File: src/rtl/pp_pkg.sv
package pp_pkg;

   typedef enum logic {
      BANK_A = 1'b0,
      BANK_B = 1'b1
   } bank_e;

   typedef struct packed {
      logic vld;
      logic last;
      logic bank;
   } rd_stage_t;

   function automatic bank_e other_bank(input bank_e b);
      return (b == BANK_A) ? BANK_B : BANK_A;
   endfunction

endpackage

File: src/rtl/pp_bank_slot.sv
module pp_bank_slot #(
   parameter int DATA_W = 16,
   parameter int DEPTH  = 16,
   parameter int AW     = 4,
   parameter int LW     = 5
) (
   input  logic              clk,
   input  logic              rst_n,
   input  logic              wr_en,
   input  logic [AW-1:0]     waddr,
   input  logic [DATA_W-1:0] wdata,
   input  logic              fill_done,
   input  logic [LW-1:0]     fill_len,
   input  logic              rd_en,
   input  logic [AW-1:0]     raddr,
   input  logic              drain_done,
   output logic [DATA_W-1:0] rdata,
   output logic              full,
   output logic [LW-1:0]     len
);

   logic [DATA_W-1:0] mem [DEPTH];
   logic              full_q;
   logic [LW-1:0]     len_q;

   // storage: write port from the producer, registered read port to the consumer
   always_ff @(posedge clk) begin
      if (wr_en) begin
         mem[waddr] <= wdata;
      end
      if (rd_en) begin
         rdata <= mem[raddr];
      end
   end

   // bank state: set when a frame completes here, cleared when it is read out
   always_ff @(posedge clk) begin
      if (!rst_n) begin
         full_q <= 1'b0;
         len_q  <= '0;
      end else if (fill_done) begin
         full_q <= 1'b1;
         len_q  <= fill_len;
      end else if (drain_done) begin
         full_q <= 1'b0;
      end
   end

   assign full = full_q;
   assign len  = len_q;

endmodule

File: src/rtl/pp_wr_ctrl.sv
module pp_wr_ctrl #(
   parameter int DEPTH = 16,
   parameter int AW    = 4,
   parameter int LW    = 5
) (
   input  logic          clk,
   input  logic          rst_n,
   input  logic          fire,
   input  logic          last_in,
   output logic [AW-1:0] waddr,
   output logic          frame_done,
   output logic [LW-1:0] frame_len
);

   localparam logic [AW-1:0] TOP_ADDR = AW'(DEPTH - 1);

   logic [AW-1:0] addr_q;
   logic          at_top;

   assign at_top     = (addr_q == TOP_ADDR);
   assign frame_done = fire && (last_in || at_top);
   assign frame_len  = LW'(addr_q) + LW'(1);
   assign waddr      = addr_q;

   always_ff @(posedge clk) begin
      if (!rst_n) begin
         addr_q <= '0;
      end else if (fire) begin
         if (frame_done) begin
            addr_q <= '0;
         end else begin
            addr_q <= addr_q + AW'(1);
         end
      end
   end

endmodule

File: src/rtl/pp_rd_ctrl.sv
module pp_rd_ctrl
   import pp_pkg::*;
#(
   parameter int DATA_W  = 16,
   parameter int AW      = 4,
   parameter int LW      = 5,
   parameter int OUT_REG = 0
) (
   input  logic              clk,
   input  logic              rst_n,
   input  logic              fire,
   input  logic              bank,
   input  logic [LW-1:0]     frame_len,
   input  logic [DATA_W-1:0] rdata_a,
   input  logic [DATA_W-1:0] rdata_b,
   output logic [AW-1:0]     raddr,
   output logic              drain_done,
   output logic              out_valid,
   output logic              out_last,
   output logic [DATA_W-1:0] out_data
);

   logic [AW-1:0]     addr_q;
   logic              at_end;
   rd_stage_t         s1_q;
   logic [DATA_W-1:0] s1_data;

   assign at_end     = ((LW'(addr_q) + LW'(1)) == frame_len);
   assign drain_done = fire && at_end;
   assign raddr      = addr_q;

   always_ff @(posedge clk) begin
      if (!rst_n) begin
         addr_q <= '0;
      end else if (fire) begin
         if (at_end) begin
            addr_q <= '0;
         end else begin
            addr_q <= addr_q + AW'(1);
         end
      end
   end

   // stage aligned with the registered bank read
   always_ff @(posedge clk) begin
      if (!rst_n) begin
         s1_q <= '0;
      end else begin
         s1_q.vld  <= fire;
         s1_q.last <= drain_done;
         s1_q.bank <= bank;
      end
   end

   assign s1_data = s1_q.bank ? rdata_b : rdata_a;

   generate
      if (OUT_REG != 0) begin : g_out_reg
         rd_stage_t         s2_q;
         logic [DATA_W-1:0] s2_data;
         always_ff @(posedge clk) begin
            if (!rst_n) begin
               s2_q    <= '0;
               s2_data <= '0;
            end else begin
               s2_q    <= s1_q;
               s2_data <= s1_data;
            end
         end
         assign out_valid = s2_q.vld;
         assign out_last  = s2_q.last;
         assign out_data  = s2_data;
      end else begin : g_out_direct
         assign out_valid = s1_q.vld;
         assign out_last  = s1_q.last;
         assign out_data  = s1_data;
      end
   endgenerate

endmodule

File: src/rtl/pp_frame_buffer.sv
module pp_frame_buffer
   import pp_pkg::*;
#(
   parameter int DATA_W  = 16,
   parameter int DEPTH   = 16,
   parameter int OUT_REG = 0
) (
   input  logic              clk,
   input  logic              rst_n,
   input  logic              wr_valid,
   input  logic [DATA_W-1:0] wr_data,
   input  logic              wr_last,
   output logic              wr_ready,
   output logic              wr_bank_sel,
   input  logic              rd_req,
   output logic              rd_avail,
   output logic              rd_valid,
   output logic [DATA_W-1:0] rd_data,
   output logic              rd_last,
   output logic              rd_bank_sel
);

   localparam int AW     = (DEPTH > 1) ? $clog2(DEPTH) : 1;
   localparam int LW     = $clog2(DEPTH + 1);
   localparam int NBANKS = 2;

   generate
      if (DEPTH < 2) begin : g_bad_depth
         $error("pp_frame_buffer: DEPTH must be at least 2");
      end
      if (DATA_W < 1) begin : g_bad_width
         $error("pp_frame_buffer: DATA_W must be at least 1");
      end
      if (OUT_REG != 0 && OUT_REG != 1) begin : g_bad_outreg
         $error("pp_frame_buffer: OUT_REG must be 0 or 1");
      end
   endgenerate

   bank_e             wr_sel_q;
   bank_e             rd_sel;
   logic              wr_fire;
   logic              rd_fire;
   logic              swap;
   logic [AW-1:0]     waddr;
   logic [AW-1:0]     raddr;
   logic              fill_done;
   logic [LW-1:0]     fill_len;
   logic              drain_done;
   logic              full_w  [NBANKS];
   logic [LW-1:0]     len_w   [NBANKS];
   logic [DATA_W-1:0] rdata_w [NBANKS];

   assign rd_sel   = other_bank(wr_sel_q);
   assign wr_ready = !full_w[wr_sel_q];
   assign rd_avail = full_w[rd_sel];
   assign wr_fire  = wr_valid && wr_ready;
   assign rd_fire  = rd_req && rd_avail;
   assign swap     = full_w[wr_sel_q] && !full_w[rd_sel];

   // role exchange: only once the producer bank is full and the consumer bank drained
   always_ff @(posedge clk) begin
      if (!rst_n) begin
         wr_sel_q <= BANK_A;
      end else if (swap) begin
         wr_sel_q <= other_bank(wr_sel_q);
      end
   end

   assign wr_bank_sel = wr_sel_q;
   assign rd_bank_sel = rd_sel;

   pp_wr_ctrl #(
      .DEPTH (DEPTH),
      .AW    (AW),
      .LW    (LW)
   ) u_wr (
      .clk        (clk),
      .rst_n      (rst_n),
      .fire       (wr_fire),
      .last_in    (wr_last),
      .waddr      (waddr),
      .frame_done (fill_done),
      .frame_len  (fill_len)
   );

   generate
      for (genvar b = 0; b < NBANKS; b++) begin : g_bank
         localparam bank_e ME = bank_e'(b);
         pp_bank_slot #(
            .DATA_W (DATA_W),
            .DEPTH  (DEPTH),
            .AW     (AW),
            .LW     (LW)
         ) u_slot (
            .clk        (clk),
            .rst_n      (rst_n),
            .wr_en      (wr_fire && (wr_sel_q == ME)),
            .waddr      (waddr),
            .wdata      (wr_data),
            .fill_done  (fill_done && (wr_sel_q == ME)),
            .fill_len   (fill_len),
            .rd_en      (rd_fire && (rd_sel == ME)),
            .raddr      (raddr),
            .drain_done (drain_done && (rd_sel == ME)),
            .rdata      (rdata_w[b]),
            .full       (full_w[b]),
            .len        (len_w[b])
         );
      end
   endgenerate

   pp_rd_ctrl #(
      .DATA_W  (DATA_W),
      .AW      (AW),
      .LW      (LW),
      .OUT_REG (OUT_REG)
   ) u_rd (
      .clk        (clk),
      .rst_n      (rst_n),
      .fire       (rd_fire),
      .bank       (rd_sel),
      .frame_len  (len_w[rd_sel]),
      .rdata_a    (rdata_w[0]),
      .rdata_b    (rdata_w[1]),
      .raddr      (raddr),
      .drain_done (drain_done),
      .out_valid  (rd_valid),
      .out_last   (rd_last),
      .out_data   (rd_data)
   );

endmodule

File: config.mk
export PLATFORM = sky130hd
export DESIGN_NAME = pp_frame_buffer
export DESIGN_NICKNAME = d
export VERILOG_FILES = /design/src/rtl/pp_pkg.sv /design/src/rtl/pp_bank_slot.sv /design/src/rtl/pp_wr_ctrl.sv /design/src/rtl/pp_rd_ctrl.sv /design/src/rtl/pp_frame_buffer.sv
export SDC_FILE = /design/constraint.sdc
export NUM_CORES = 1
export LEC_CHECK = 0
export ABC_CLOCK_PERIOD_IN_PS = 5100
export CELL_PAD_IN_SITES_DETAIL_PLACEMENT = 1
export CELL_PAD_IN_SITES_GLOBAL_PLACEMENT = 2
export CORE_ASPECT_RATIO = 1.25
export CORE_UTILIZATION = 47
export CTS_CLUSTER_DIAMETER = 100
export DETAILED_ROUTE_END_ITERATION = 7
export DONT_BUFFER_PORTS = 1
export GPL_TIMING_DRIVEN = 1
export PLACE_DENSITY = 0.85
export SYNTH_ARGS = -nofsm -noshare
export SYNTH_HDL_FRONTEND = slang
export SYNTH_HIERARCHICAL = 1
export SYNTH_SLANG_ARGS = --single-unit
File: constraint.sdc
create_clock -name clk -period 5.1 [get_ports clk]
set_input_delay 0.255 -clock clk [delete_from_list [all_inputs] [get_ports clk]]
set_output_delay 0.255 -clock clk [all_outputs]
set_load 0.005 [all_outputs]
### Word-level counts from Yosys, hierarchy flattened

Memory sizes are Yosys's and may differ from the RTL's. A register that Yosys moved wholly into a read port is not among the register bits.
Index checks and enable logic that the tools add are counted.

| operators by class | value |
|---|---|
| equality and inequality tests | 2 |
| order comparisons | 2 |
| multiplexer cells | 21 |
| bitwise operators | 3 |
| reductions and logical operators | 18 |
| $add $sub $neg | 4 |

Operators with widths:

| operator | number |
|---|---|
| two-way mux 16 bit | 1 |
| two-way mux 1 bit | 15 |
| two-way mux 5 bit | 3 |
| logical AND 1 bit | 13 |
| adder 4 x 1 -> 5 bit, second input constant | 2 |
| adder 4 x 1 -> 4 bit, second input constant | 2 |
| two-way mux 4 bit | 2 |
| equality test 5 bit | 1 |
| equality test 4 bit, second input constant | 1 |
| >= comparator 2 bit, second input constant | 2 |
| NOT 1 -> 2 bit | 2 |
| nonzero test 2 bit | 2 |
| logical NOT 1 bit | 2 |
| logical OR 1 bit | 1 |
| NOT 1 bit | 1 |

| word-level totals | value |
|---|---|
| register bits | 24 |
| logic and storage cells | 62 |
| output and inout bits | 22 |
| memory bits (writable) | 512 |
| bits of input ports | 21 |
| memories kept | 2 |

Memories:

| name | words | width | read ports | clocked after memory_dff | wr ports | line | RTL |
|---|---|---|---|---|---|---|---|
| g_bank[0].u_slot.mem | 16 | 16 | 1 | 1 | 1 | pp_bank_slot.sv:22 | `logic [DATA_W-1:0] mem [DEPTH];` |
| g_bank[1].u_slot.mem | 16 | 16 | 1 | 1 | 1 | pp_bank_slot.sv:22 |  |

### Logic depth before layout (Yosys ltp)

Gate-level depths: netlist of run 1.

| depth | value |
|---|---|
| depth in word-level cells | 10 |
| mapped depth | 10 |
| mapped depth without buffers | 8 |

### Hierarchy

Netlist of run 1, hierarchy kept.

By module, submodules not included:

| module | sequential area each (sq um) | area an instance (sq um) | cells each | instances |
|---|---|---|---|---|
| pp_bank_slot | 8,287.9 | 10,420.0 | 451 | 2 |
| pp_rd_ctrl | 140.1 | 574.3 | 58 | 1 |
| pp_frame_buffer | 20.0 | 217.7 | 25 | 1 |
| pp_wr_ctrl | 80.1 | 210.2 | 24 | 1 |

### Worst setup path before layout of run 1

Ideal clock, no wire load.

| timing | value |
|---|---|
| path kind | flip-flop to flip-flop |
| start point | register wr_sel_q (netlist: wr_bank_sel) |
| end point | memory g_bank[1].u_slot.mem[0][0] (enable) |
| slack | 2.052 ns |
| library setup time | 0.409 ns |
| cell stages (with the launch flop) | 7 |
| arrival | 2.639 ns |
| path buffers | 2 |
| data required time | 4.691 ns |
| cell sequence | dfxtp_1 buf_6 buf_6 inv_1 nor3b_1 or3b_2 nor3_1 |

| between the ends | value |
|---|---|
| cells in the longest elaborated chain, start to end | 9 |

RTL lines:

| what | line | RTL |
|---|---|---|
| start: declaration | pp_frame_buffer.sv:39 | `bank_e wr_sel_q;` |
| start signal: assignment | pp_frame_buffer.sv:65 | `wr_sel_q <= other_bank(wr_sel_q);` |
| NOT 1 -> 2 bit (not written as such) | pp_frame_buffer.sv:54 | `assign wr_ready = !full_w[wr_sel_q];` |
| two-way mux 1 bit (not written as such) (3 in a row) | pp_frame_buffer.sv:54 |  |
| logical NOT 1 bit | pp_frame_buffer.sv:54 |  |
| logical AND 1 bit | pp_frame_buffer.sv:56 | `assign wr_fire = wr_valid && wr_ready;` |
| logical AND 1 bit * | pp_frame_buffer.sv:97 | `.wr_en (wr_fire && (wr_sel_q == ME)),` |
| two-way mux 1 bit * | pp_bank_slot.sv:28 | `if (wr_en) begin` |
| two-way mux 1 bit (not written as such) * | pp_bank_slot.sv:29 | `mem[waddr] <= wdata;` |
| end: declaration | pp_bank_slot.sv:22 |  |

Every way passes the cells marked *; elsewhere a longest branch is shown, timed or not. The select of a mux whose other input is x is not followed.

### Final worst setup path of run 1

| timing | value |
|---|---|
| start point | register wr_sel_q (netlist: wr_bank_sel) |
| end point | memory g_bank[1].u_slot.mem[1][1] (enable) |

Same word-level chain as after synthesis.

==> flow_summary_export.csv, run 1 <==
group,metric,value,unit
timing,worst_slew_pin_slew,1250,ps
setup_path,r2r_cells,5,
min_path,hold-path-cell-count,2,
place,hpwl,29500,um
yosys,synthXorXnorAreaFrac,0.00521,
die,core,0.0455,mm2
yosys,avgSynthCellArea,21.6,um2
die,ioPinCount,43,
layout,final_nets,1113,
timing,hold_viol,0,
setup_path,cp.arrival,3710,ps
min_path,hold_class,"input port to flop",
global_routing,grtUsageTotal,0.229,
global_routing,first_global_vias,11300,
timing,fin_ws,1660,ps
place,io_buffers,0,
setup_path,path_max_fanout,16,
min_path,hold_start,"rd_req",
yosys,ys_top_cells_by_area,"edfxtp_1 75%, mux4_2 11%, mux4_1 2.4%, dfxtp_1 2.2%, a22oi_1 2.2%",
yosys,syn_nets,1032,
timing,setup_tns,0,ps
die,start_util,0.480,
timing,max-slew-margin-rel,0.166,
layout,synthToLayoutAreaGrowth,13.4,%
run_status,status,"finished clean",
timing,timing.fmax,291,MHz
yosys,syn_inst,1009,
setup_path,r2r_slack,1660,ps
layout,nFillCells,3905,
die,die_w,195,um
die,die_h,243,um
yosys,yosysTopAreaCell,"edfxtp_1",
global_routing,grt_pass1_wl,77900,um
yosys,yosysWarnings,6,
global_routing,grt_overflow_total,0,
yosys,synth_top_family_by_area,"multiplexers",
routing,vias,10500,
place,place_congestion,0.758,
timing,rsz0062_at_grt,"false",
power_and_ir_drop,powerDensity,374,mW/mm2
place,pre_cts_ws,1860,ps
clock_tree,root_buffer,"clkbuf_16",
die,die_area,0.0473,mm2
die,rows,87,
timing,post-route-period-util,0.674,
timing,finalSetupViolCount,0,
power_and_ir_drop,cellLeakagePower,0.00771,uW
global_routing,antenna_found_initial,1,
layout,multi_input_area,0.00478,mm2
setup_path,r2r-start,"wr_bank_sel",
yosys,synth_top_area_frac,0.748,
yosys,synthMuxAreaShare,0.153,
yosys,synth_compound_area_frac,0.0263,
timing,maxSlewViolCount,0,
clock_tree,clkTransAtPathRegs,60,ps
setup_path,cp-start-kind,"flop",
yosys,synth_cell_type_count,41,
layout,seq_area,0.0168,mm2
global_routing,grt_max_degree,75,
routing,routed_wl,52500,um
yosys,synthFlopType,"edfxtp_1",
yosys,synth_seq_cells,568,
power_and_ir_drop,ir_worst_vdd,0.225,mV
clock_tree,post_cts_resized,0,
clock_tree,cts_made_buffers,53,
yosys,synthAdderAreaFrac,0.00115,
timing,fin_crit,3440,ps
routing,via_per_inst,6.13,
setup_path,worstSetupPathType,"flop to flop",
clock_tree,cts_tree,"built",
clock_tree,clock-sinks,568,
routing,drt_iter0_drc,1005,
yosys,ys_seq_area_frac,0.770,
yosys,synth_edf_count,544,
setup_path,timing.rr.end,"g_bank[1].u_slot/mem[1][1]",
min_path,hold_end,"u_rd/out_valid",
setup_path,required,5370,ps
yosys,async_reset_ff_frac,0,
routing,drtPass1Iterations,5,
layout,drive_gt1_frac,0.246,
yosys,yosys.area_share.simple,0.0307,
routing,detail_route.wl_per_cell,30.7,um
yosys,syn_area,0.0218,mm2
flow_run,maxCapViolCount,0,
timing,skew,14.7,ps
clock_tree,clk_latency,580,ps
routing,ant_nets,0,
clock_tree,htree_levels,2,
routing,drc,0,
clock_tree,clock_path_buffers,3,
setup_path,crit_path_end_kind,"flop",
## layout by cell type (no fill, tap or decap), types with 17 or more instances in the layout
cell	count
nor2b_1	20
buf_12	17
clkbuf_16	53
nand2_1	41
dlygate4sd3_1	18
mux4_1	20
edfxtp_1	544
a22oi_1	64
nor2_1	26
mux2_2	22
mux4_2	108
dfxtp_1	22
buf_4	40
## area by class of cell
cell class | instances | share of cell area
Timing Repair Buffer | 75 | 0.0331
Clock buffer | 71 | 0.0575
Sequential cell | 568 | 0.679
Clock inverter | 24 | 0.00773
Antenna cell | 1 | 0.000101
Multi-Input combinational cell | 389 | 0.193
Inverter | 3 | 0.000455
Tap cell | 578 | 0.0292
## metal layers
layer  global-route usage  vias up  routed length, um
met5                    0        -                  0
met4               0.0706        0               1310
met3               0.0364       86               3670
met2                0.386      451              26700
met1                0.307     5558              20900
li1                     -     4375                  -
## worst max-delay path, cell delays in order, from the launching register on
cell and delay (ps):
dfxtp_1 700, inv_1 210, nor3b_1 750, or3b_2 580, nor2_1 540, buf_4 340
## stage by stage
stage               utilization  hold slack, ps  area [um2]  power (uW)  cells
floorplan                     -             354       21800        5430   1009
global placement          0.498             355       22700        5490   1580
detailed placement        0.498             355       22700        5500   1580
CTS                       0.544            21.7       24800        9300   1708
global route              0.544            41.2       24800        9480   1708
finish                    0.544            48.8       24800        9260   1709
## timing repair
item	CTS	global route
hold endpoints to repair	535	0
hold buffers	33	0
buffers inserted	0	0
## cell families (layout without fill, tap and decap cells)
logic type	after synthesis	after routing
compound gates	77	77
other cells	0	1
xor+xnor	13	13
mux	163	163
fa+ha+maj	2	2
flops	568	568
simple gates	134	134
buf+inv	52	173
## flip-flops by register name (all words and copies together), names as in the netlist
| name | flops |
|---|---|
| u_wr/waddr | 4 |
| u_rd/out_valid | 1 |
| g_bank.u_slot/len | 10 |
| g_bank.u_slot/mem | 512 |
| u_rd/out_last | 1 |
| u_rd/s1_q | 1 |
| g_bank.u_slot/full | 2 |
| u_rd/raddr | 4 |
| g_bank.u_slot/rdata | 32 |
| wr_bank_sel | 1 |
## worst max path at each step
stage                     start                           end  slack (ps)  depth (start not counted)
floorplan           wr_bank_sel    g_bank[1].u_slot/mem[0][0]        2050                          6
global placement    wr_bank_sel    g_bank[1].u_slot/mem[2][3]        2010                          5
detailed placement  wr_bank_sel  g_bank[1].u_slot/mem[11][15]        1860                          4
CTS                 wr_bank_sel  g_bank[1].u_slot/mem[11][13]        1820                          4
global route        wr_bank_sel    g_bank[1].u_slot/mem[1][1]        1520                          5
finish              wr_bank_sel    g_bank[1].u_slot/mem[1][1]        1660                          5
## synthesized netlist by cell type, types with 10 or more instances
| master | n |
|---|---|
| edfxtp_1 | 544 |
| mux4_2 | 108 |
| a22oi_1 | 64 |
| nand2_1 | 41 |
| nor2_1 | 31 |
| clkbuf_1 | 28 |
| dfxtp_1 | 24 |
| mux2_2 | 22 |
| mux4_1 | 20 |
| nor2b_1 | 20 |
| mux2i_1 | 12 |
| buf_6 | 10 |
## power breakdown
| group | switching, uW | internal [uW] |
|---|---|---|
| clock | 1650 | 2100 |
| combinational | 196 | 136 |
| sequential | 29.6 | 5150 |
| total | 1880 | 7390 |
Note: power is estimated with default switching activity, not from simulation.
==> inputs of run 2 (changes only) <==
--- a/config.mk
+++ b/config.mk
@@ -5,7 +5,7 @@
 export SDC_FILE = /design/constraint.sdc
 export NUM_CORES = 1
 export LEC_CHECK = 0
-export ABC_CLOCK_PERIOD_IN_PS = 5100
+export ABC_CLOCK_PERIOD_IN_PS = 3600
 export CELL_PAD_IN_SITES_DETAIL_PLACEMENT = 1
 export CELL_PAD_IN_SITES_GLOBAL_PLACEMENT = 2
 export CORE_ASPECT_RATIO = 1.25
==> constraint.sdc (replaced) <==
create_clock -name clk -period 3.6 [get_ports clk]
set_input_delay 0.18 -clock clk [delete_from_list [all_inputs] [get_ports clk]]
set_output_delay 0.18 -clock clk [all_outputs]
set_load 0.005 [all_outputs]
==> run 2 against run 1 <==
Total power grew 47%. Final cell count up 0.82%. Non-clock buffer count grew 15. Critical path depth did not move. Fmax increased by 23%. Critical path type unchanged. Critical endpoint is now g_bank[1].u_slot/mem[1][8].
==> flow_summary_export.csv, run 2 (synthesized netlist as in run 1, its figures left out) <==
group,metric,value,unit
timing,post-route-period-util,0.776,
place,hpwl,30200,um
place,pre_cts_ws,848,ps
die,core,0.0455,mm2
global_routing,grt_overflow_total,0,
setup_path,cp-start-kind,"flop",
place,place_congestion,0.733,
routing,met3_length,3750,um
timing,skew,14.9,ps
global_routing,grt_max_degree,37,
layout,drive_gt1_frac,0.267,
timing,timing.fmax,358,MHz
clock_tree,cts_tree,"built",
layout,synthToLayoutAreaGrowth,14.8,%
setup_path,startpoint,"wr_bank_sel",
clock_tree,clock-sinks,568,
timing,fin_ws,807,ps
setup_path,required,3850,ps
die,rows,87,
timing,setup_tns,0,ps
setup_path,r2r_cells,5,
global_routing,grt_pass1_wl,76800,um
routing,detail_route.wl_per_cell,30.6,um
layout,max_flop_register,"g_bank.u_slot/mem",
setup_path,r2r-start,"wr_bank_sel",
setup_path,r2r_slack,810,ps
layout,largest_reg_flops,512,
power_and_ir_drop,powerDensity,544,mW/mm2
timing,rsz0062_at_grt,"false",
timing,finalSetupViolCount,0,
place,io_buffers,0,
clock_tree,htree_levels,2,
routing,drtPass1Iterations,7,
setup_path,path_max_fanout,16,
routing,routed_wl,52700,um
die,ioPinCount,43,
power_and_ir_drop,finalPower,13700,uW
die,die_w,195,um
power_and_ir_drop,ir_worst_vdd,0.362,mV
setup_path,timing.rr.end,"g_bank[1].u_slot/mem[1][8]",
layout,finalCoreUtilization,0.551,
clock_tree,cts_made_buffers,51,
global_routing,first_global_vias,11400,
run_status,status,"finished clean",
global_routing,antenna_found_initial,2,
clock_tree,clkTransAtPathRegs,70,ps
clock_tree,root_buffer,"clkbuf_16",
layout,final_common_cell,"edfxtp_1",
routing,topRoutingLayerUsed,"met5",
setup_path,crit_path_end_kind,"flop",
flow_run,maxCapViolCount,0,
die,die_area,0.0473,mm2
global_routing,grtUsageTotal,0.227,
timing,fin_crit,2790,ps
routing,drt_iter0_drc,940,
die,die_h,243,um
layout,final_nets,1126,
routing,ant_nets,0,
layout,final_cell_mix,"544 x edfxtp_1, 108 x mux4_2, 64 x a22oi_1",
routing,vias,10600,
timing,hold_viol,0,
routing,drt-met1-wl,20100,um
clock_tree,clk_latency,580,ps
routing,via_per_inst,6.18,
setup_path,cp.arrival,3050,ps
die,start_util,0.480,
routing,drc,0,
routing,wl_met2,27100,um
timing,max-slew-margin-rel,0.186,
clock_tree,post-cts-setup-buffers,0,
timing,whs,40.3,ps
layout,nFillCells,3906,
setup_path,cp-endpoint,"g_bank[1].u_slot/mem[1][8]",
clock_tree,clock_path_buffers,3,
setup_path,worstSetupPathType,"flop to flop",
timing,maxSlewViolCount,0,
timing,worst_slew_pin_slew,1220,ps
power_and_ir_drop,cellLeakagePower,0.00786,uW
min_path,hold_class,"input port to flop",
[run 2: changes by cell type in the layout (fill, tap and decap cells not counted), moves of 3 or more]
| cell | delta |
|---|---|
| clkinv_4 | +3 |
| clkinv_1 | -6 |
| clkbuf_8 | -3 |
| clkinvlp_4 | +6 |
| clkinv_2 | +5 |
| buf_4 | +12 |
| clkbuf_1 | -11 |
| bufinv_16 | +7 |
[run 2: routing by layer]
metal | vias up | track usage
met5 | - | 0
li1 | 4399 | -
met3 | 102 | 0.0403
met4 | 2 | 0.0880
met2 | 468 | 0.393
met1 | 5670 | 0.285
[run 2: final cells by class]
cell class	instances	area [um2]	share of cell area
clock buffers	57	1340	0.0535
clock inverters	37	458	0.0183
multi-input cells	389	4770	0.190
diodes	1	2.50	0.0000998
flip-flops and latches	568	16800	0.671
inverters	3	11.3	0.000449
well taps	578	723	0.0288
repair buffers	90	951	0.0379
[run 2: worst min-delay path by stage]
stage | from | endpoint | slack, ps | cells after the start
4_1_cts | wr_valid | u_wr/waddr[0] | 10 | 3
5_1_grt | wr_valid | u_wr/waddr[0] | 90 | 3
3_5_place_dp | wr_data[10] | g_bank[0].u_slot/mem[9][10] | 280 | 0
6_report | wr_valid | u_wr/waddr[0] | 40 | 3
2_1_floorplan | wr_data[0] | g_bank[0].u_slot/mem[0][0] | 280 | 0
3_3_place_gp | wr_data[1] | g_bank[1].u_slot/mem[4][1] | 280 | 0
[run 2: critical path, stage by stage (launching register included)]
cell and delay, ps:
dfxtp_1 720, inv_1 190, nor3b_1 540, or3b_2 560, nor2_1 150, buf_4 290
[run 2: what timing repair did]
action                    in CTS  in global routing
resized for setup              0                  0
hold endpoints to repair     536                  0
hold buffers                  33                  0
[run 2: metrics by stage]
step	std cells	cell area, um2
5_1_grt	1723	25100
3_3_place_gp	1595	22800
6_report	1723	25100
2_1_floorplan	1009	21800
3_5_place_dp	1595	22800
4_1_cts	1722	25100
[run 2: report_power, final]
part,internal (uW),switching [uW]
combinational,193,283
clock,3410,2440
sequential,7290,37.7
==> inputs of run 3 (changes only) <==
--- a/config.mk
+++ b/config.mk
@@ -5,7 +5,7 @@
 export SDC_FILE = /design/constraint.sdc
 export NUM_CORES = 1
 export LEC_CHECK = 0
-export ABC_CLOCK_PERIOD_IN_PS = 3600
+export ABC_CLOCK_PERIOD_IN_PS = 2800
 export CELL_PAD_IN_SITES_DETAIL_PLACEMENT = 1
 export CELL_PAD_IN_SITES_GLOBAL_PLACEMENT = 2
 export CORE_ASPECT_RATIO = 1.25
==> constraint.sdc (replaced) <==
create_clock -name clk -period 2.8 [get_ports clk]
set_input_delay 0.14 -clock clk [delete_from_list [all_inputs] [get_ports clk]]
set_output_delay 0.14 -clock clk [all_outputs]
set_load 0.005 [all_outputs]
==> run 3 against run 2 <==
Global-route usage down 0.74 points. Combinational power up 40%. Sequential power up 29%. Sequential share of layout area down 0.34 points. Die area unchanged. Flip-flop and latch count unchanged.
==> flow_summary_export.csv, run 3 (synthesized netlist as in run 1, its figures left out) <==
group,metric,value,unit
run_status,status,"finished clean",
global_routing,grt_overflow_total,0,
clock_tree,post-cts-setup-buffers,0,
layout,final_cell_mix,"544 x edfxtp_1, 108 x mux4_2, 64 x a22oi_1",
place,place_congestion,0.799,
layout,final_nets,1137,
timing,setup_tns,0,ps
routing,drtPass1Iterations,5,
place,io_buffers,0,
global_routing,grtUsageTotal,0.220,
power_and_ir_drop,ir_worst_vdd,0.616,mV
timing,hold_viol,0,
timing,finalSetupViolCount,0,
clock_tree,htree_levels,2,
global_routing,first_global_vias,11300,
setup_path,cp-start-kind,"flop",
layout,final_cells,1730,
place,dp.cells,1603,
setup_path,cp.arrival,2730,ps
timing,worst_slew_pin_slew,1130,ps
die,start_util,0.480,
timing,max-slew-margin-rel,0.246,
timing,skew,26.4,ps
clock_tree,clk_latency,580,ps
die,die_w,195,um
clock_tree,clock-sinks,568,
min_path,hold_class,"input port to flop",
setup_path,path_max_fanout,16,
timing,timing.fmax,404,MHz
routing,routed_wl,50900,um
die,ioPinCount,43,
routing,drt_iter0_drc,1116,
place,hpwl,30700,um
die,die_h,243,um
routing,vias,10500,
layout,antenna_cells,0,
clock_tree,clkTransAtPathRegs,60,ps
setup_path,required,3050,ps
timing,maxSlewViolCount,0,
layout,drive_gt1_frac,0.265,
timing,post-route-period-util,0.885,
clock_tree,post_cts_resized,0,
global_routing,antenna_found_initial,1,
setup_path,worstSetupPathType,"flop to flop",
layout,synthToLayoutAreaGrowth,15.4,%
routing,via_per_inst,6.05,
routing,detail_route.wl_per_cell,29.4,um
clock_tree,postCtsHoldBufs,35,
timing,fin_crit,2480,ps
layout,final_common_cell,"edfxtp_1",
global_routing,grt_max_degree,46,
flow_run,maxCapViolCount,0,
die,core,0.0455,mm2
layout,max_flop_register,"g_bank.u_slot/mem",
clock_tree,cts_tree,"built",
routing,drc,0,
setup_path,crit_path_end_kind,"flop",
die,rows,87,
power_and_ir_drop,powerDensity,693,mW/mm2
routing,ant_nets,0,
clock_tree,cts_made_buffers,52,
clock_tree,clock_path_buffers,3,
timing,rsz0062_at_grt,"false",
die,die_area,0.0473,mm2
clock_tree,root_buffer,"clkbuf_16",
power_and_ir_drop,cellLeakagePower,0.00793,uW
layout,largest_reg_flops,512,
global_routing,grt_pass1_wl,75000,um
run 3: cell count changes in the layout (fill, tap and decap cells not counted), sizes merged:
cell	delta
buf	+11
clkbuf	+6
clkinv	-5
clkinvlp	-3
diode	-1
dlygate4sd3	-1
run 3: critical path, stage by stage, from the launching register on:
cell,delay (ps)
dfxtp_1,650
inv_1,130
nor3b_1,390
or3b_2,550
nor2_1,140
buf_4,290
run 3: final timing paths:
path,slack [ps],from,end,depth (start not counted)
worst max-delay path,320,wr_bank_sel,g_bank[1].u_slot/mem[2][12],5
worst max register to register,320,wr_bank_sel,g_bank[1].u_slot/mem[2][12],5
worst min register to register,520,g_bank[1].u_slot/len[1],g_bank[1].u_slot/len[1],2
worst min-delay path,20,wr_valid,u_wr/waddr[0],3
run 3: power by group:
group,total [uW],internal [uW],switching (uW)
Combinational,668,272,396
Sequential,9420,9370,43.1
Clock,7400,4380,3010
Total,17500,14000,3450
run 3: final cells by class:
type,count,area (um2)
clock buffer,63,1360
sequential,568,16800
multi-input combinational,389,4760
clock inverter,29,403
tap,578,723
inverter,3,11.3
fill,3880,20300
timing repair buffer,100,1120
run 3: metal layers:
metal  share of wire  GRT usage
met5         0.00016          0
met4           0.024     0.0630
met3           0.065     0.0370
met2            0.51      0.370
met1            0.41      0.296
run 3: through the flow:
step	setup slack [ps]	instance area [um2]	total power, uW	util	hold slack (ps)
after floorplan	69.2	21900	9890	-	239
after global placement	398	22900	10000	0.504	241
after detailed placement	329	22900	10100	0.504	240
after CTS	333	25200	17600	0.554	2.21
after global routing	178	25200	17900	0.554	46.5
final	322	25200	17500	0.554	21.3
